[config.mk]
export PLATFORM = sky130hd
export DESIGN_NAME = phase_clkgen
export DESIGN_NICKNAME = d
export VERILOG_FILES = /design/src/rtl/pcg_pkg.sv /design/src/rtl/pcg_phase.sv /design/src/rtl/pcg_bank.sv /design/src/rtl/phase_clkgen.sv
export SDC_FILE = /design/constraint.sdc
export NUM_CORES = 1
export LEC_CHECK = 0
export BUFFER_PORTS_ARGS = -buffer_cell sky130_fd_sc_hd__clkbuf_2
export CAP_MARGIN = 25
export CELL_PAD_IN_SITES_DETAIL_PLACEMENT = 1
export CELL_PAD_IN_SITES_GLOBAL_PLACEMENT = 1
export CORE_ASPECT_RATIO = 1.25
export CORE_UTILIZATION = 54
export CTS_BUF_LIST = sky130_fd_sc_hd__clkbuf_4 sky130_fd_sc_hd__clkbuf_8
export CTS_CLUSTER_DIAMETER = 100
export CTS_CLUSTER_SIZE = 14
export DETAILED_ROUTE_END_ITERATION = 10
export GPL_TIMING_DRIVEN = 0
export PLACE_DENSITY = 0.95
export RECOVER_POWER = 25
export SETUP_SLACK_MARGIN = 0.4
export SLEW_MARGIN = 20
export SYNTH_ARGS = -nofsm -noshare
export SYNTH_HDL_FRONTEND = slang
export SYNTH_SLANG_ARGS = --single-unit
[constraint.sdc]
create_clock -name clk -period 16.04 [get_ports clk]
set_input_delay 4.01 -clock clk [delete_from_list [all_inputs] [get_ports clk]]
set_output_delay 4.01 -clock clk [all_outputs]
set_load 0.02 [all_outputs]
[src/rtl/pcg_pkg.sv]
package pcg_pkg;

  localparam logic [1:0] LVL_LO  = 2'b00;
  localparam logic [1:0] LVL_MID = 2'b01;
  localparam logic [1:0] LVL_HI  = 2'b10;

  localparam int KIND_STEP1 = 0;  // unit skew steps only
  localparam int KIND_DIV   = 1;  // double steps, divide-by-2 / divide-by-4
  localparam int KIND_INV   = 2;  // double steps, divide-by-2 / inverted

  typedef enum logic [1:0] {ACT_SKEW, ACT_DIV2, ACT_DIV4, ACT_INV} bank_act_e;

  typedef struct packed {
    bank_act_e   act;
    logic [3:0]  skew;   // two's complement tU count
  } bank_dec_t;

  function automatic logic [1:0] level_norm(input logic [1:0] raw);
    return (raw == 2'b11) ? LVL_MID : raw;
  endfunction

  function automatic bank_dec_t bank_decode(input logic [3:0] code, input int kind);
    bank_dec_t d;
    int idx;
    idx = 3 * int'(level_norm(code[3:2])) + int'(level_norm(code[1:0]));
    d.act  = ACT_SKEW;
    d.skew = 4'd0;
    if (kind == KIND_STEP1)
      d.skew = 4'(idx - 4);
    else if (idx == 0)
      d.act = ACT_DIV2;
    else if (idx == 8)
      d.act = (kind == KIND_DIV) ? ACT_DIV4 : ACT_INV;
    else
      d.skew = 4'(2 * (idx - 4));
    return d;
  endfunction

endpackage

[src/rtl/pcg_phase.sv]
module pcg_phase #(
  parameter int TW         = 7,
  parameter int MLW        = 3,
  parameter int MF_LOG_LO  = 5,
  parameter int MF_LOG_MID = 4,
  parameter int MF_LOG_HI  = 3
) (
  input  logic           clk,
  input  logic           rst_n,
  input  logic [1:0]     range_sel,
  input  logic [1:0]     edge_sel,
  output logic [TW-1:0]  tick,
  output logic           load,
  output logic [MLW-1:0] mf_log,
  output logic           half_shift
);
  import pcg_pkg::*;

  logic           primed, primed_nxt;
  logic [TW-1:0]  tick_nxt, cyc_mask;
  logic [MLW-1:0] mf_log_in, mf_log_nxt;
  logic           half_nxt, boundary;

  always_comb begin
    case (level_norm(range_sel))
      LVL_LO:  mf_log_in = MLW'(MF_LOG_LO);
      LVL_HI:  mf_log_in = MLW'(MF_LOG_HI);
      default: mf_log_in = MLW'(MF_LOG_MID);
    endcase
    cyc_mask   = ~({TW{1'b1}} << mf_log);
    boundary   = (tick & cyc_mask) == cyc_mask;
    load       = !primed || boundary;
    tick_nxt   = primed ? tick + TW'(1) : '0;
    mf_log_nxt = load ? mf_log_in : mf_log;
    half_nxt   = load ? (level_norm(edge_sel) == LVL_LO) : half_shift;
    primed_nxt = 1'b1;
  end

  always_ff @(posedge clk or negedge rst_n) begin
    if (!rst_n) begin
      tick       <= '0;
      primed     <= 1'b0;
      mf_log     <= MLW'(MF_LOG_LO);
      half_shift <= 1'b0;
    end else begin
      tick       <= tick_nxt;
      primed     <= primed_nxt;
      mf_log     <= mf_log_nxt;
      half_shift <= half_nxt;
    end
  end

endmodule

[src/rtl/pcg_bank.sv]
module pcg_bank #(
  parameter int KIND = 0,
  parameter int TW   = 7,
  parameter int MLW  = 3,
  parameter int OUTS = 2
) (
  input  logic            clk,
  input  logic            rst_n,
  input  logic            load,
  input  logic [TW-1:0]   tick,
  input  logic [MLW-1:0]  mf_log,
  input  logic            half_shift,
  input  logic            test_en,
  input  logic            ref_in,
  input  logic            ref_rise,
  input  logic [3:0]      sel,
  output logic [OUTS-1:0] q
);
  import pcg_pkg::*;

  localparam int PW = TW + 1;

  logic [3:0]    code_r, code_nxt;
  bank_dec_t     dec;
  logic [1:0]    div_log;
  logic [MLW:0]  p_log;
  logic [PW-1:0] mf_v, p_v, mask, skew_ext, skew_t, half_t, off, pos;
  logic          hi, wave, twave, q_d;
  logic [1:0]    dcnt, dcnt_nxt;

  always_comb begin
    code_nxt = load ? sel : code_r;
    dec      = bank_decode(code_r, KIND);
    case (dec.act)
      ACT_DIV2: div_log = 2'd1;
      ACT_DIV4: div_log = 2'd2;
      default:  div_log = 2'd0;
    endcase
    p_log    = {1'b0, mf_log} + (MLW+1)'(div_log);
    mf_v     = PW'(1) << mf_log;
    p_v      = PW'(1) << p_log;
    mask     = p_v - PW'(1);
    skew_ext = {{(PW-4){dec.skew[3]}}, dec.skew};
    // a lead of n is realised as a lag of MF-n
    skew_t   = dec.skew[3] ? mf_v + skew_ext : skew_ext;
    half_t   = half_shift ? (mf_v >> 1) : '0;
    off      = half_t + ((dec.act == ACT_INV) ? '0 : skew_t);
    pos      = ({1'b0, tick} - off) & mask;
    hi       = pos < (p_v >> 1);
    wave     = (dec.act == ACT_INV) ? ~hi : hi;
    dcnt_nxt = ref_rise ? dcnt + 2'd1 : dcnt;
    case (div_log)
      2'd1:    twave = dcnt_nxt[0];
      2'd2:    twave = dcnt_nxt[1];
      default: twave = ref_in;
    endcase
    q_d = test_en ? twave : wave;
  end

  always_ff @(posedge clk or negedge rst_n) begin
    if (!rst_n) begin
      code_r <= 4'b0101;
      dcnt   <= 2'd0;
    end else begin
      code_r <= code_nxt;
      dcnt   <= dcnt_nxt;
    end
  end

  for (genvar o = 0; o < OUTS; o++) begin : g_out
    always_ff @(posedge clk or negedge rst_n) begin
      if (!rst_n) q[o] <= 1'b0;
      else        q[o] <= q_d;
    end
  end

endmodule

[src/rtl/phase_clkgen.sv]
module phase_clkgen #(
  parameter int OUTS       = 2,
  parameter int MF_LOG_LO  = 5,
  parameter int MF_LOG_MID = 4,
  parameter int MF_LOG_HI  = 3
) (
  input  logic            clk,
  input  logic            rst_n,
  input  logic [1:0]      range_sel,
  input  logic [1:0]      edge_sel,
  input  logic            test_en,
  input  logic            ref_in,
  input  logic [3:0]      sel_b1,
  input  logic [3:0]      sel_b2,
  input  logic [3:0]      sel_b3,
  input  logic [3:0]      sel_b4,
  output logic [OUTS-1:0] q_b1,
  output logic [OUTS-1:0] q_b2,
  output logic [OUTS-1:0] q_b3,
  output logic [OUTS-1:0] q_b4
);
  import pcg_pkg::*;

  localparam int NUM_BANKS = 4;
  localparam int TW        = MF_LOG_LO + 2;   // room for a divide-by-4 period
  localparam int MLW       = $clog2(MF_LOG_LO + 1);

  logic [TW-1:0]   tick;
  logic            load;
  logic [MLW-1:0]  mf_log;
  logic            half_shift;
  logic            ref_s, ref_rise;
  logic [3:0]      sel_arr [NUM_BANKS];
  logic [OUTS-1:0] q_arr   [NUM_BANKS];

  pcg_phase #(
    .TW(TW), .MLW(MLW),
    .MF_LOG_LO(MF_LOG_LO), .MF_LOG_MID(MF_LOG_MID), .MF_LOG_HI(MF_LOG_HI)
  ) u_phase (
    .clk(clk), .rst_n(rst_n), .range_sel(range_sel), .edge_sel(edge_sel),
    .tick(tick), .load(load), .mf_log(mf_log), .half_shift(half_shift)
  );

  always_ff @(posedge clk or negedge rst_n) begin
    if (!rst_n) ref_s <= 1'b0;
    else        ref_s <= ref_in;
  end

  always_comb ref_rise = ref_in & ~ref_s;

  assign sel_arr[0] = sel_b1;
  assign sel_arr[1] = sel_b2;
  assign sel_arr[2] = sel_b3;
  assign sel_arr[3] = sel_b4;

  for (genvar b = 0; b < NUM_BANKS; b++) begin : g_bank
    localparam int KIND = (b == 2) ? KIND_DIV : ((b == 3) ? KIND_INV : KIND_STEP1);
    pcg_bank #(.KIND(KIND), .TW(TW), .MLW(MLW), .OUTS(OUTS)) u_bank (
      .clk(clk), .rst_n(rst_n), .load(load), .tick(tick), .mf_log(mf_log),
      .half_shift(half_shift), .test_en(test_en), .ref_in(ref_in),
      .ref_rise(ref_rise), .sel(sel_arr[b]), .q(q_arr[b])
    );
  end

  assign q_b1 = q_arr[0];
  assign q_b2 = q_arr[1];
  assign q_b3 = q_arr[2];
  assign q_b4 = q_arr[3];

endmodule

# [Word-level counts from Yosys, hierarchy flattened]
# Cells that the tools add are included.
[totals] reg_bits=37 in_bits=24 output_inout_bits=8 elab_cells=135
[classes] addsub=28 mul=4 n_lt_le_gt_ge=4 eq_ne=24 shift=5 n_mux=39 bitwise=10 n_reduce_logical=6
[op_table] op="32-bit by 5-bit == test with 1-bit output (second input constant)" n=2
[op_table] op="32-bit logical NOT" n=2
[op_table] op="8-bit adder" n=7
[op_table] op="8-bit 2-to-1 mux" n=6
[op_table] op="2-bit == test (second input constant)" n=17
[op_table] op="8-bit bitwise AND" n=4
[op_table] op="8-bit by 7-bit less-than comparator with 1-bit output" n=4
[op_table] op="2-bit 2-to-1 mux" n=16
[op_table] op="7-bit by 8-bit subtractor with 8-bit output" n=4
[op_table] op="8-bit by 1-bit subtractor with 8-bit output (second input constant)" n=3
[op_table] op="2-bit by 2-bit multiplier with 4-bit output (first input constant)" n=4
[op_table] op="4-bit 2-to-1 mux" n=4
[op_table] op="1-bit by 3-bit << shifter with 8-bit output (first input constant)" n=2
[op_table] op="1-bit by 4-bit << shifter with 8-bit output (first input constant)" n=2
[op_table] op="7-bit 2-to-1 mux" n=2
[op_table] op="4-bit by 2-bit adder with 5-bit output" n=2
[op_table] op="3-bit by 2-bit adder with 4-bit output" n=2
[op_table] op="4-bit by 3-bit adder with 4-bit output" n=2
[op_table] op="7-bit by 8-bit adder with 8-bit output" n=1
[op_table] op="2-bit by 1-bit == test with 1-bit output (second input constant)" n=4
[op_table] op="2-bit case mux with 2 select lines" n=2
[op_table] op="4-bit subtractor (second input constant)" n=2
[op_table] op="7-bit by 1-bit adder with 7-bit output (second input constant)" n=1
[op_table] op="7-bit bitwise AND" n=1
[op_table] op="13 further kinds" n=24

# [Logic depth before layout (Yosys ltp)]
# Gate-level depths: netlist (run 1).
[logic_depth] depth_word=17 depth_mapped=24 ltp_nobuf=23

# [Hierarchy]
# A second synthesis (run 1) with hierarchy kept.
[unflattened] hier_cells=819 area_unflattened_um2=6827.8
[modules_own_cells] module="pcg_bank (g_bank[2].u_bank)" instances=1 cells_each=217 area_each_um2=1742.9 seq_area_each_um2=177.7
[modules_own_cells] module="pcg_bank (g_bank[3].u_bank)" instances=1 cells_each=213 area_each_um2=1727.9 seq_area_each_um2=152.6
[modules_own_cells] module="pcg_bank (g_bank[0].u_bank)" instances=1 cells_each=161 area_each_um2=1323.8 seq_area_each_um2=127.6
[modules_own_cells] module="pcg_bank (g_bank[1].u_bank)" instances=1 cells_each=162 area_each_um2=1296.2 seq_area_each_um2=127.6
[modules_own_cells] module="pcg_phase" instances=1 cells_each=64 area_each_um2=698.2 seq_area_each_um2=302.8
[modules_own_cells] module="phase_clkgen" instances=1 cells_each=2 area_each_um2=38.8 seq_area_each_um2=25.0

# [Worst setup path after synthesis (run 1)]
# OpenSTA, ideal clock, no wires.
[synth_path] path_type="input to register" start="input ref_in" end="register g_bank[3].u_bank.q[0]" setup_time_ns=0.131 t_arrival_ns=5.009 required_ns=15.909 setup_slack_ns=10.901 cell_stages=5 path_buffers=0 cell_sequence="nor2b_1 -> xor2_1 -> mux2_2 -> a221oi_1 -> nand3_1"
[synth_between] elab_chain_cells=4
[synth_lines] element="start: declaration" line_no="phase_clkgen.sv:12" text="input logic ref_in,"
[synth_lines] element="1-bit bitwise AND" line_no="phase_clkgen.sv:49" text="always_comb ref_rise = ref_in & ~ref_s;"
[synth_lines] element="2-bit 2-to-1 mux" line_no="pcg_bank.sv:51" text="dcnt_nxt = ref_rise ? dcnt + 2'd1 : dcnt;"
[synth_lines] element="via g_bank[3].u_bank.dcnt_nxt[0]" line_no="pcg_bank.sv:29" text="logic [1:0] dcnt, dcnt_nxt;"
[synth_lines] element="1-bit case mux with 2 select lines" line_no="pcg_bank.sv:52" text="case (div_log)"
[synth_lines] element="1-bit 2-to-1 mux" line_no="pcg_bank.sv:57" text="q_d = test_en ? twave : wave;"
[synth_lines] element="via g_bank[3].u_bank.q_d" line_no="pcg_bank.sv:28" text="logic hi, wave, twave, q_d;"
[synth_lines] element="end signal: indexed assignment" line_no="pcg_bank.sv:73" text="else q[o] <= q_d;"
[synth_lines] element="end: declaration" line_no="pcg_bank.sv:17" text="output logic [OUTS-1:0] q"
# The timed path passes the listed nets, and every way through them passes these cells.
# A chain may end at the register's enable or synchronous reset.

# [Final worst setup path (run 1)]
[layout_path] start="register u_phase.mf_log[2]" end="register g_bank[1].u_bank.q[1]"
[layout_between] elab_chain_cells=8 word_cells_on_any_way=11 classes_between="add/sub: 4; order compare: 1; shift: 2; mux: 3; bitwise: 1"
[layout_lines] element="start: declaration" line_no="pcg_phase.sv:14" text="output logic [MLW-1:0] mf_log,"
[layout_lines] element="start signal: assignment" line_no="pcg_phase.sv:43" text="mf_log <= MLW'(MF_LOG_LO);"
[layout_lines] element="start signal: assignment" line_no="pcg_phase.sv:48" text="mf_log <= mf_log_nxt;"
[layout_lines] element="1-bit by 3-bit << shifter with 8-bit output" line_no="pcg_bank.sv:40, pcg_bank.sv:41"
[layout_lines] element="8-bit adder" line_no="pcg_bank.sv:45" text="skew_t = dec.skew[3] ? mf_v + skew_ext : skew_ext;"
[layout_lines] element="8-bit 2-to-1 mux" line_no="pcg_bank.sv:45"
[layout_lines] element="8-bit adder" line_no="pcg_bank.sv:47" text="off = half_t + ((dec.act == ACT_INV) ? '0 : skew_t);"
[layout_lines] element="7-bit by 8-bit subtractor with 8-bit output" line_no="pcg_bank.sv:48" text="pos = ({1'b0, tick} - off) & mask;"
[layout_lines] element="8-bit bitwise AND" line_no="pcg_bank.sv:48"
[layout_lines] element="8-bit by 7-bit less-than comparator with 1-bit output (*)" line_no="pcg_bank.sv:49" text="hi = pos < (p_v >> 1);"
[layout_lines] element="1-bit 2-to-1 mux (*)" line_no="pcg_bank.sv:57"
[layout_lines] element="via g_bank[1].u_bank.q_d" line_no="pcg_bank.sv:28"
[layout_lines] element="end signal: indexed assignment" line_no="pcg_bank.sv:73"
[layout_lines] element="end: declaration" line_no="pcg_bank.sv:17"
# The timed path passes the listed nets; every way through them passes the cells marked *.

==> results of run 1 <==
-- final cells by class --
type / count / area (µm²)
Buffer: 35 / 158
Clock buffer: 6 / 76.3
Clock inverter: 2 / 35.0
Fill cell: 1285 / 4280
Inverter: 53 / 199
Multi-Input combinational cell: 571 / 4790
Sequential cell: 36 / 913
Tap cell: 132 / 165
Timing Repair Buffer: 32 / 155
-- sequential cells by signal, indices dropped and copies added, names as in the netlist --
register / cells
u_phase.half_shift: 1
g_bank.u_bank.code_r: 16
u_phase.mf_log: 3
g_bank.u_bank.q: 4
g_bank.u_bank.dcnt: 3
u_phase.tick: 7
u_phase.primed: 1
ref_s: 1
-- cell families (layout without fill, tap and decap cells) --
kind of cell    count (synthesis)  in the layout
flops                          36             36
mux                            27             27
fa+ha+maj                     144            144
compound gates                151            151
xor+xnor                       55             55
other cells                     2              3
simple gates                  191            191
buf+inv                        88            128
-- layout by cell type (no fill, tap or decap), types with 3 or more instances in the layout --
cell and instances:
sky130_fd_sc_hd__ha_1 106, sky130_fd_sc_hd__nand2_1 59, sky130_fd_sc_hd__inv_1 53, sky130_fd_sc_hd__a21oi_1 47, sky130_fd_sc_hd__nor2_1 43, sky130_fd_sc_hd__fa_1 38
sky130_fd_sc_hd__xnor2_1 31, sky130_fd_sc_hd__clkbuf_1 29, sky130_fd_sc_hd__a21o_1 28, sky130_fd_sc_hd__clkbuf_2 28, sky130_fd_sc_hd__o21ai_0 27, sky130_fd_sc_hd__dfrtp_1 26
sky130_fd_sc_hd__xor2_1 22, sky130_fd_sc_hd__mux2_2 21, sky130_fd_sc_hd__nand2b_1 17, sky130_fd_sc_hd__nor2b_1 16, sky130_fd_sc_hd__o21a_1 16, sky130_fd_sc_hd__nand3_1 13
sky130_fd_sc_hd__dfstp_2 10, sky130_fd_sc_hd__nor3_1 9, sky130_fd_sc_hd__and2_1 7, sky130_fd_sc_hd__buf_4 6, sky130_fd_sc_hd__or2_2 6, sky130_fd_sc_hd__mux2i_1 5
sky130_fd_sc_hd__o21bai_1 5, sky130_fd_sc_hd__clkbuf_8 5, sky130_fd_sc_hd__and2_0 4, sky130_fd_sc_hd__o211ai_1 4, sky130_fd_sc_hd__or3_1 4, sky130_fd_sc_hd__nor4_1 4
sky130_fd_sc_hd__buf_2 3, sky130_fd_sc_hd__nand4_1 3, sky130_fd_sc_hd__a211oi_1 3, sky130_fd_sc_hd__conb_1 3
-- synth_stat cells (all sizes together), types with 2 or more instances --
master | number | area (µm²)
o21bai | 5 | 37.5
clkbuf | 24 | 90.1
a21oi | 47 | 235
o21a | 16 | 120
and2 | 11 | 68.8
o22ai | 2 | 12.5
o211ai | 4 | 30.0
a211o | 2 | 17.5
nand2b | 17 | 106
a21o | 28 | 210
nor2 | 44 | 168
nand4 | 3 | 18.8
fa | 38 | 761
buf | 11 | 71.3
o221ai | 2 | 17.5
dfrtp | 26 | 651
nor3 | 10 | 50.1
a311oi | 2 | 17.5
ha | 106 | 1330
a211oi | 4 | 35.0
mux2i | 5 | 50.1
nand3b | 2 | 15.0
nor4 | 4 | 25.0
xor2 | 22 | 193
nand2 | 59 | 221
or2 | 6 | 37.5
nand3 | 14 | 75.1
or3 | 4 | 25.0
nor2b | 16 | 100
dfstp | 10 | 263
a21boi | 2 | 15.0
inv | 53 | 199
o21ai | 29 | 149
conb | 2 | 7.51
xnor2 | 32 | 288
mux2 | 22 | 248
-- power by group through the flow --
stage / clock [mW] / combinational (mW) / sequential, mW
CTS: 0.0857 / 1.15 / 0.127
floorplan: 0 / 0.800 / 0.129
global placement: 0 / 0.979 / 0.126
finish: 0.0875 / 1.21 / 0.128
global route: 0.0908 / 1.30 / 0.129
detailed placement: 0 / 1.11 / 0.128
-- through the flow --
| stage | std cells | worst slack, ps |
|---|---|---|
| final | 867 | 9850 |
| after CTS | 865 | 9730 |
| after global placement | 857 | 10320 |
| after detailed placement | 857 | 9970 |
| after floorplan | 695 | 10900 |
| after global routing | 867 | 9730 |
-- worst min-delay path by stage --
stage,start,endpoint,slack [ps],cells past startpoint
floorplan,g_bank[3].u_bank.dcnt[0]$_DFF_PN0_,g_bank[3].u_bank.dcnt[0]$_DFF_PN0_,430,1
global placement,g_bank[3].u_bank.dcnt[0]$_DFF_PN0_,g_bank[3].u_bank.dcnt[0]$_DFF_PN0_,450,1
detailed placement,g_bank[3].u_bank.dcnt[0]$_DFF_PN0_,g_bank[3].u_bank.dcnt[0]$_DFF_PN0_,460,1
CTS,g_bank[3].u_bank.dcnt[0]$_DFF_PN0_,g_bank[3].u_bank.dcnt[0]$_DFF_PN0_,470,1
global route,g_bank[3].u_bank.dcnt[0]$_DFF_PN0_,g_bank[3].u_bank.dcnt[0]$_DFF_PN0_,500,1
finish,g_bank[3].u_bank.dcnt[0]$_DFF_PN0_,g_bank[3].u_bank.dcnt[0]$_DFF_PN0_,480,1
-- per-layer routing --
metal	vias to the layer above	GRT usage, %	wire length, µm	part of all wire (%)
li1	2441	-	-	-
met1	2848	38.4	7600	32
met2	367	69.9	11700	50
met3	210	5.03	1460	6.2
met4	0	34.6	2720	12
met5	-	0	0	0
==> run summary, run 1 <==
* **run status** complete, but fails checks
* **violated checks** capacitance limit, slew limit
* **Bufs on Longest Clock Path** 2
* **clock network latency to the later pin of the worst-skew pair** 330 ps
* **Post-Synthesis Mean Instance Area** 8.73 µm²
* **I/O pin count** 32
* **maximum net fanout on the critical path** 10
* **clk_skew** 5.82 ps
* **die extent in y** 120 µm
* **area added between synthesis and finish** 7.21%
* **part of the total power dissipated in sequential elements** 9.0%
* **number of H-tree levels** 2
* **endpoint required time on the critical path** 16230 ps
* **number of gates given a new drive strength after cts** 0
* **synthesized area** 6060 µm²
* **number of diodes** 0
* **Power Total** 1.43 mW
* **number of buffers added by the clock tree synthesis step** 5
* **Clk network pwr share** 6.1%
* **count of flip-flops with a built-in enable after synthesis** 0
* **largest family of logic cells by synthesized area** adder cells
* **Min Hold Slack** 480 ps
* **Routability Congestion** 0.927
* **DRC violation count after routing** 0
* **WP data arrival** 6390 ps
* **Final setup violation count** 0
* **setup slack of the most critical reg-to-reg path** 9850 ps
* **ordered cell list for the critical path** buf_4 > clkbuf_1 > nor3_1 > ha_1 > inv_1 > fa_1 > xnor2_1 > mux2_2 > fa_1 > inv_1 > ha_1 > a21o_1 > a21o_1 > a21o_1 > a21oi_1 > xor2_1 > nor2_1 > ha_1 > o211ai_1 > a21oi_1 > o21ai_0
* **unrepaired setup endpoints after global routing** no
* **library cells used by synthesis** 55
* **Setup Total Neg Slack** 0 ps
* **post-route cell area** 6490 µm²
* **source of the critical timing path** u_phase.mf_log[2]$_DFFE_PN1P_
* **share of final-layout standard cells stronger than drive strength 1** 12.0%
* **number of vias in the routed layout** 5866
* **CP Buf/Inv Count** 4
* **wire length per cell** 27.1 µm
* **pin count of the biggest net entering global routing** 37
* **capture instance of the worst register-to-register path** g_bank[1].u_bank.q[1]$_DFF_PN0_
* **area of the die** 11600 µm²
* **FF-to-FF path depth** 21
* **number of global-route vias before repair** 6548
* **final core occ** 60.3%
* **count of hold-fix buffers inserted at cts** 0
* **cell-internal power** 666 µW
* **antenna violations before repair** 0
* **GRT Resource Usage Total** 38.6%
* **max-slew violations** 29
* **count of final hold-check violations** 0
* **Power per Cell Area** 220 nW/µm²
* **estimated wirelength of the detail-placed design** 16600 µm
* **DR pass1 iterations** 5
* **floorplan core area** 10800 µm²
* **synthesis warning total** 0
* **CP max-delay cell** sky130_fd_sc_hd__nor3_1
* **Seq/Total Area, Yosys** 15.1%
* **grt total ovfl** 0
* **port bufs** 30
* **initial core utilization** 56.2%
* **Seq cells post-synth** 36
* **post-CTS setup buffer count** 0
* **Slew Limit Headroom** -16.1%
* **fraction of the mapped netlist area in compound gates** 16.0%
* **Synth Area in XOR/XNOR** 8.32%
* **cell area after placement** 6380 µm²
* **top cell family by delay on the critical path** adder cells
* **number of core rows** 42
* **net switching component of the power** 760 µW
* **worst reg2reg path startpoint** u_phase.mf_log[2]$_DFFE_PN1P_
* **TritonCTS sink count** 36
* **Synth Area in Adders** 34.5%
* **gate count after technology mapping** 694
* **static power due to leakage** 3.15 nW
* **TritonCTS clock tree** yes
* **slew of the pin with the lowest slew margin** 1740 ps
* **DIE WIDTH** 96.7 µm
* **max-capacitance violation count** 1
* **Period Utilization, post-route** 38.6%
* **post-synthesis share of cell area spent on and, or, nand and nor gates** 15.2%
* **number of cells on the critical path** 21
* **fmax** 161 MHz
* **post-synthesis async set-or-reset flop share** 100%
* **switching share of power** 53.3%
* **Critical Path End Type** flop
* **cell chosen for the clock root** sky130_fd_sc_hd__clkbuf_8
* **post-detailed-routing wire length** 23500 µm
* **Detailed Route Iter0 Violations** 340
* **power share of the combinational group** 84.9%
* **Slowest Stage Delay on Critical Path** 960 ps
* **# nets final** 902
* **maximum VDD drop** 104 µV
* **average via count per standard cell** 6.77
* **Worst Setup Start Kind** flop
* **share of synthesized area spent on multiplexers** 4.92%
* **post-route antenna net violation count** 0
* **global-route wire length before repair** 34100 µm
* **commonest register cell after synthesis** sky130_fd_sc_hd__dfrtp_1
* **Crit Path Class** reg -> reg
* **end point of the critical path** g_bank[1].u_bank.q[1]$_DFF_PN0_
* **clock edge transition at the registers on the reported setup and hold paths** 80 ps
* **type of the worst min-delay path** reg -> reg
* **shortest period the worst path allows** 6190 ps
No activity file was read; power rests on OpenSTA's default activity.
==> run 2: changes to the inputs <==
Settings changed: ABC_AREA from default to 1, CORE_UTILIZATION 54 to 43, PLACE_DENSITY 0.95 to 0.84.
Clock period 16.04 ns to 5.2 ns, I/O delays scaled along.
==> run summary, run 2 <==
* **estimated wirelength of the detail-placed design** 14300 µm, -14%
* **Setup Total Neg Slack** -199 ps, -199 ps
* **Routability Congestion** 0.859, -7.3%
* **antenna violations before repair** 0, unchanged
* **fmax** 188 MHz, +16%
* **commonest register cell after synthesis** sky130_fd_sc_hd__dfrtp_1
* **FF-to-FF path depth** 25, +19%
* **Top Registers** g_bank.u_bank.code_r (16), u_phase.tick (7), g_bank.u_bank.q (4)
* **TritonCTS clock tree** yes
* **most instantiated cells after synthesis** sky130_fd_sc_hd__nand2_1 (140), sky130_fd_sc_hd__inv_1 (138), sky130_fd_sc_hd__ha_1 (106), sky130_fd_sc_hd__nor2_1 (93), sky130_fd_sc_hd__a21oi_1 (51)
* **post-detailed-routing wire length** 28200 µm, +20%
* **post-route cell area** 7450 µm², +15%
* **Power per Cell Area** 775 nW/µm², +250%
* **DR pass1 iterations** 7, +2
* **number of H-tree levels** 2, unchanged
* **most repeated cell in the gate-level netlist after synthesis** sky130_fd_sc_hd__nand2_1
* **Power Total** 5.77 mW, +310%
* **number of vias in the routed layout** 6651, +13%
* **Bufs on Longest Clock Path** 2, unchanged
* **startpoint of the tightest hold check path** g_bank[2].u_bank.dcnt[1]$_DFF_PN0_
* **share of the synthesized area in the top cell type** 22.0%, +0.13 points
* **number of core rows** 48, +14%
* **die extent in y** 134 µm, +12%
* **share of final-layout standard cells stronger than drive strength 1** 24.9%, +13 points
* **# nets final** 1047, +16%
* **Worst Setup Start Kind** flop
* **maximum net fanout on the critical path** 10, unchanged
* **global-route wire length before repair** 33200 µm, -2.5%
* **DRC violation count after routing** 0, unchanged
* **Seq/Total Area, Yosys** 15.2%, +0.088 points
* **clk_skew** 19.5 ps, +13.7 ps
* **pin count of the biggest net entering global routing** 37, unchanged
* **clock edge transition at the registers on the reported setup and hold paths** 90 ps, about the same
* **count of hold-fix buffers inserted at cts** 0, unchanged
* **Post-Synthesis Mean Instance Area** 7.44 µm², -15%
* **register ranked first by flip-flop count** g_bank.u_bank.code_r
* **hold endpoint** g_bank[2].u_bank.dcnt[1]$_DFF_PN0_
* **worst reg2reg path startpoint** u_phase.mf_log[2]$_DFFE_PN1P_
* **port bufs** 31, +3.3%
* **number of buffers added by the clock tree synthesis step** 5, unchanged
* **count of final hold-check violations** 0, unchanged
* **cell depth of the worst min-delay path** 1, unchanged
* **most common library cell in the layout ignoring fill and taps** sky130_fd_sc_hd__inv_1
* **grt total ovfl** 0, unchanged
* **biggest area contributors in the synthesized netlist** sky130_fd_sc_hd__ha_1 (22%), sky130_fd_sc_hd__fa_1 (13%), sky130_fd_sc_hd__dfrtp_1 (11%)
* **highest-count cells in the layout ignoring fill and taps** sky130_fd_sc_hd__inv_1 (131), sky130_fd_sc_hd__nand2_1 (124), sky130_fd_sc_hd__ha_1 (83)
* **cell area after placement** 6410 µm², +0.49%
* **violated checks** capacitance limit, slew limit, setup timing
* **gate count after technology mapping** 809, +17%
* **area of the die** 14500 µm², +24%
* **TritonCTS sink count** 36, unchanged
* **number of diodes** 0, unchanged
* **synthesis warning total** 0, unchanged
* **library cells used by synthesis** 46, -16%
* **maximum VDD drop** 491 µV, +370%
* **setup slack of the most critical reg-to-reg path** -120 ps, -9960 ps
* **number of global-route vias before repair** 6536, -0.18%
* **max-capacitance violation count** 1, unchanged
* **Crit Path Class** reg -> reg
* **Detailed Route Iter0 Violations** 504, +48%
* **area added between synthesis and finish** 23.7%
* **floorplan core area** 13800 µm², +28%
* **Worst Setup Slack, final** -117 ps, -9960 ps
* **synthesized area** 6020 µm², -0.58%
* **cell type with the highest aggregate area in the netlist** sky130_fd_sc_hd__ha_1
* **max FFs per register** 16, unchanged
* **post-synthesis async set-or-reset flop share** 100%, unchanged
* **endpoint required time on the critical path** 5410 ps, -10820 ps
* **type of the worst min-delay path** reg -> reg
* **average via count per standard cell** 6.30, -6.8%
* **unrepaired setup endpoints after global routing** yes
* **run status** complete, but fails checks
* **GRT Resource Usage Total** 30.2%, -8.3 points
* **static power due to leakage** 3.67 nW, +17%
* **initial core utilization** 43.8%, -12 points
* **shortest period the worst path allows** 5320 ps, -877 ps
* **clock network latency to the later pin of the worst-skew pair** 320 ps, about the same
* **Slew Limit Headroom** -10.6%, +5.5 points
* **count of flip-flops with a built-in enable after synthesis** 0, unchanged
* **I/O pin count** 32, unchanged
* **Seq cells post-synth** 36, unchanged
* **wire length per cell** 26.7 µm, -1.6%
* **cell chosen for the clock root** sky130_fd_sc_hd__clkbuf_8
* **capture instance of the worst register-to-register path** g_bank[3].u_bank.q[0]$_DFF_PN0_
* **Critical Path End Type** flop
* **max-slew violations** 30, +3.4%
* **slew of the pin with the lowest slew margin** 1660 ps, -82.8 ps
* **Period Utilization, post-route** 102%, +64 points
* **DIE WIDTH** 108 µm, +11%
* **post-route antenna net violation count** 0, unchanged
* **WP data arrival** 5530 ps, -860 ps
* **Final setup violation count** 2, +2
## run 2: changes by cell type after synthesis, moves of 17 or more
cell,delta
sky130_fd_sc_hd__xnor2_1,-21
sky130_fd_sc_hd__inv_1,+85
sky130_fd_sc_hd__a21o_1,-20
sky130_fd_sc_hd__nand2b_1,-17
sky130_fd_sc_hd__nor2_1,+50
sky130_fd_sc_hd__o21ai_1,+19
sky130_fd_sc_hd__nand2_1,+81
## run 2: area by class of cell
type                    instances  area [µm²]
clock buffers                   5        68.8
flip-flops and latches         36         918
multi-input cells             609        5140
repair buffers                 62         397
inverters                     142         537
fillers                      1638        6300
plain buffers                  23         123
well taps                     175         219
clock inverters                 3        42.5
## run 2: how the worst max path moves through the flow
stage                                                start                              end  slack, ps  cells past startpoint
floorplan           g_bank[0].u_bank.code_r[0]$_DFFE_PN1P_  g_bank[0].u_bank.q[1]$_DFF_PN0_        410                     24
global placement    g_bank[0].u_bank.code_r[0]$_DFFE_PN1P_  g_bank[0].u_bank.q[1]$_DFF_PN0_       -280                     24
detailed placement  g_bank[0].u_bank.code_r[0]$_DFFE_PN1P_  g_bank[0].u_bank.q[1]$_DFF_PN0_       -440                     24
CTS                 g_bank[3].u_bank.code_r[2]$_DFFE_PN1P_  g_bank[3].u_bank.q[0]$_DFF_PN0_        340                     34
global route                 u_phase.mf_log[2]$_DFFE_PN1P_  g_bank[3].u_bank.q[0]$_DFF_PN0_       -270                     25
finish                       u_phase.mf_log[2]$_DFFE_PN1P_  g_bank[3].u_bank.q[0]$_DFF_PN0_       -120                     25
## run 2: per-layer routing
layer	GRT usage [%]	wire, µm	up-vias
met5	0	0	-
met4	18.7	2790	0
met3	3.84	2300	250
met2	54.3	13700	495
met1	33.3	9350	3185
li1	-	-	2721
## run 2: worst max-delay path, cell delays in order, from the launching register on
cell	delay (ps)
sky130_fd_sc_hd__dfstp_2	400
sky130_fd_sc_hd__buf_6	170
sky130_fd_sc_hd__nor2_1	210
sky130_fd_sc_hd__inv_1	210
sky130_fd_sc_hd__nor2_4	370
sky130_fd_sc_hd__inv_1	300
sky130_fd_sc_hd__fa_1	630
sky130_fd_sc_hd__nand2_1	90
sky130_fd_sc_hd__o21ai_0	160
sky130_fd_sc_hd__fa_1	500
sky130_fd_sc_hd__ha_1	400
sky130_fd_sc_hd__nand2_1	140
sky130_fd_sc_hd__o21ai_1	310
sky130_fd_sc_hd__a31oi_4	160
sky130_fd_sc_hd__o21ai_1	160
sky130_fd_sc_hd__a21oi_1	60
sky130_fd_sc_hd__ha_1	330
sky130_fd_sc_hd__nand2_1	70
sky130_fd_sc_hd__inv_1	60
sky130_fd_sc_hd__nand2_1	50
sky130_fd_sc_hd__nand2_1	70
sky130_fd_sc_hd__nand2_2	80
sky130_fd_sc_hd__nand2_2	80
sky130_fd_sc_hd__nand2_2	60
sky130_fd_sc_hd__nand3_2	60
sky130_fd_sc_hd__nand2_1	60
## run 2: cells by family (layout without fill, tap and decap cells)
| group | after synthesis | in the layout | synth area share [%] |
|---|---|---|---|
| AO/OA/AOI/OAI | 139 | 139 | 13.4 |
| XOR/XNOR | 28 | 28 | 4.38 |
| adder cells (fa/ha/maj) | 144 | 144 | 34.7 |
| buffers and inverters | 165 | 235 | 10.9 |
| flip-flops | 36 | 36 | 15.2 |
| multiplexers | 6 | 6 | 1.12 |
| other | 2 | 3 | 0.125 |
| AND/OR/NAND/NOR | 289 | 289 | 20.3 |
## run 2: timing repair
item                       CTS  global route
setup endpoints to repair    4             4
hold endpoints to repair     0             0
cloned                       0             0
gates resized for setup     77            68
pin swaps                   55            62
setup buffers               23             7
## run 2: through the flow
stage	worst slack [ps]	utilization [%]	hold WS [ps]	std cells
global placement	-276	46.6	462	1016
finish	-117	54.2	481	1055
floorplan	405	-	443	810
detailed placement	-438	46.6	466	1016
global route	-266	54.2	504	1055
CTS	338	51.5	476	1047
## run 2: power by group
group	switching, mW	leakage [nW]	internal [mW]
Combinational	3.10	3.19	2.02
Clock	0.125	0.0541	0.142
Sequential	0.0524	0.428	0.343
==> run 3: changes to the inputs <==
Clock period 5.2 ns to 4.5 ns, I/O delays scaled along.
==> run summary, run 3 (synthesized netlist as in run 2, its figures left out) <==
* **run status** complete, but fails checks
* **violated checks** setup timing
* **Routability Congestion** 0.914, +6.4%
* **register ranked first by flip-flop count** g_bank.u_bank.code_r
* **Slew Limit Headroom** 33.5%, +44 points
* **area added between synthesis and finish** 22.4%
* **number of core rows** 48, unchanged
* **number of global-route vias before repair** 6110, -6.5%
* **WP data arrival** 5160 ps, -370 ps
* **fmax** 202 MHz, +7.5%
* **post-route cell area** 7370 µm², -1.0%
* **TritonCTS clock tree** yes
* **DIE WIDTH** 108 µm, unchanged
* **estimated wirelength of the detail-placed design** 14600 µm, +2.0%
* **global-route wire length before repair** 30100 µm, -9.4%
* **pin count of the biggest net entering global routing** 37, unchanged
* **maximum VDD drop** 380 µV, -23%
* **number of H-tree levels** 2, unchanged
* **# nets final** 1043, -0.38%
* **number of diodes** 0, unchanged
* **TritonCTS sink count** 36, unchanged
* **share of final-layout standard cells stronger than drive strength 1** 25.2%, +0.34 points
* **Worst Setup Slack, final** -444 ps, -327 ps
* **DRC violation count after routing** 0, unchanged
* **I/O pin count** 32, unchanged
* **floorplan core area** 13800 µm², unchanged
* **clock network latency to the later pin of the worst-skew pair** 300 ps, -20 ps
* **Power per Cell Area** 810 nW/µm², +4.5%
* **Crit Path Class** reg -> reg
* **DR pass1 iterations** 4, -3
* **type of the worst min-delay path** reg -> reg
* **max-slew violations** 0, -100%
* **Bufs on Longest Clock Path** 2, unchanged
* **busiest metal layer after global routing** met2
* **antenna violations before repair** 0, unchanged
* **grt total ovfl** 0, unchanged
* **post-route antenna net violation count** 0, unchanged
* **highest-count cells in the layout ignoring fill and taps** sky130_fd_sc_hd__nand2_1 (123), sky130_fd_sc_hd__inv_1 (123), sky130_fd_sc_hd__nor2_1 (82)
* **cell area after placement** 6550 µm², +2.2%
* **static power due to leakage** 3.62 nW, -1.4%
* **cell chosen for the clock root** sky130_fd_sc_hd__clkbuf_8
* **initial core utilization** 43.8%, unchanged
* **number of vias in the routed layout** 5816, -13%
* **count of hold-fix buffers inserted at cts** 0, unchanged
* **endpoint required time on the critical path** 4720 ps, -690 ps
* **Top Registers** g_bank.u_bank.code_r (16), u_phase.tick (7), g_bank.u_bank.q (4)
* **number of buffers added by the clock tree synthesis step** 5, unchanged
* **final core occ** 53.6%, -0.56 points
* **wire length per cell** 20.0 µm, -25%
* **post-detailed-routing wire length** 21000 µm, -26%
* **die extent in y** 134 µm, unchanged
* **average via count per standard cell** 5.53, -12%
* **port bufs** 31, unchanged
* **Worst Setup Start Kind** flop
* **slew of the pin with the lowest slew margin** 989 ps, -670 ps
* **area of the die** 14500 µm², unchanged
* **M3 GR Usage** 3.26%, -0.58 points
* **met2 track demand over resource in global routing** 52.2%, -2.1 points
* **max FFs per register** 16, unchanged
* **count of final hold-check violations** 0, unchanged
* **max-capacitance violation count** 0, -1
* **clk_skew** 10.5 ps, -8.98 ps
* **Cells after DPL** 1016, unchanged
* **Critical Path End Type** flop
* **GRT Resource Usage Total** 27.2%, -3.0 points
* **clock edge transition at the registers on the reported setup and hold paths** 80 ps, about the same
* **Final setup violation count** 4, +2
* **shortest period the worst path allows** 4940 ps, -373 ps
* **maximum net fanout on the critical path** 4, -6
* **Detailed Route Iter0 Violations** 189, -63%
* **unrepaired setup endpoints after global routing** yes
* **Min Hold Slack** 471 ps, -9.59 ps
* **Period Utilization, post-route** 110%, +7.6 points
* **non-filler instance count after layout** 1051, -0.38%
* **grt met1 use** 28.6%, -4.7 points
[run 3: cell types whose count changed in the layout (fill, tap and decap cells not counted), moves of 3 or more]
cell | before | now
sky130_fd_sc_hd__o21bai_1 | 2 | 5
sky130_fd_sc_hd__o21ai_1 | 24 | 27
sky130_fd_sc_hd__nand2_2 | 13 | 18
sky130_fd_sc_hd__nand2_4 | 7 | 3
sky130_fd_sc_hd__inv_1 | 131 | 123
sky130_fd_sc_hd__a211oi_2 | 1 | 4
sky130_fd_sc_hd__o21ai_2 | 5 | 2
sky130_fd_sc_hd__inv_2 | 10 | 17
[run 3: area by class of cell]
| cell class | instances | area [µm²] |
|---|---|---|
| multi-input cells | 609 | 5100 |
| plain buffers | 23 | 129 |
| repair buffers | 58 | 373 |
| clock inverters | 1 | 7.51 |
| clock buffers | 7 | 90.1 |
| fillers | 1672 | 6380 |
| inverters | 142 | 541 |
| well taps | 175 | 219 |
| flip-flops and latches | 36 | 915 |
[run 3: path summary, 6_finish.rpt]
check                                                  startpoint                                 end  slack, ps  cells past startpoint
min in group asynchronous                                   rst_n  g_bank[3].u_bank.dcnt[0]$_DFF_PN0_        760                      1
setup reg to reg           g_bank[1].u_bank.code_r[0]$_DFFE_PN1P_     g_bank[1].u_bank.q[1]$_DFF_PN0_       -440                     21
setup / recovery           g_bank[1].u_bank.code_r[0]$_DFFE_PN1P_     g_bank[1].u_bank.q[1]$_DFF_PN0_       -440                     21
hold / removal                 g_bank[2].u_bank.dcnt[1]$_DFF_PN0_  g_bank[2].u_bank.dcnt[1]$_DFF_PN0_        470                      1
max in group asynchronous                                   rst_n       u_phase.mf_log[2]$_DFFE_PN1P_       3110                      2
hold reg to reg                g_bank[2].u_bank.dcnt[1]$_DFF_PN0_  g_bank[2].u_bank.dcnt[1]$_DFF_PN0_        470                      1
[run 3: critical path, stage by stage, from the launching register on]
cell                       delay (ps)
sky130_fd_sc_hd__dfstp_2          560
sky130_fd_sc_hd__nor2_1            50
sky130_fd_sc_hd__ha_1             290
sky130_fd_sc_hd__ha_2             180
sky130_fd_sc_hd__fa_2             570
sky130_fd_sc_hd__ha_4             230
sky130_fd_sc_hd__nand2_1           70
sky130_fd_sc_hd__nor2_1            40
sky130_fd_sc_hd__a211oi_2         190
sky130_fd_sc_hd__nor2_1            90
sky130_fd_sc_hd__nand3b_1         220
sky130_fd_sc_hd__fa_1             520
sky130_fd_sc_hd__ha_4             320
sky130_fd_sc_hd__a21oi_2           70
sky130_fd_sc_hd__o21bai_1         280
sky130_fd_sc_hd__o21bai_1         150
sky130_fd_sc_hd__a21oi_1          140
sky130_fd_sc_hd__ha_1             260
sky130_fd_sc_hd__a21o_1           170
sky130_fd_sc_hd__a21oi_2          140
sky130_fd_sc_hd__nand3_1          160
sky130_fd_sc_hd__o21ai_0          130
[run 3: per-layer routing]
metal  routed length (µm)  share of wire (%)  vias to the layer above
li1                     -                  -                     2719
met1                 7910                 38                     2878
met2                11100                 53                      144
met3                  717                3.4                       75
met4                 1280                6.1                        0
met5                    0                  0                        -
[run 3: what timing repair did]
item                                    CTS  global route
pin swaps                                43            67
buffers inserted                         19             7
endpoints found under the setup margin    4             4
gates resized for setup                  47            67
[run 3: where the power goes]
part	leakage [nW]	internal, mW	switching [mW]	total [mW]
registers	0.427	0.395	0.0572	0.452
clock network	0.0479	0.131	0.127	0.257
logic	3.14	2.26	3.01	5.26
[run 3: per-stage QoR]
stage | setup WS (ps) | setup TNS [ps] | power, mW
floorplan | -4.84 | -4.84 | 3.61
finish | -444 | -1350 | 5.97
detailed placement | -1160 | -3350 | 4.63
CTS | -322 | -1040 | 5.34
global route | -646 | -2190 | 6.56
global placement | -934 | -2800 | 4.40
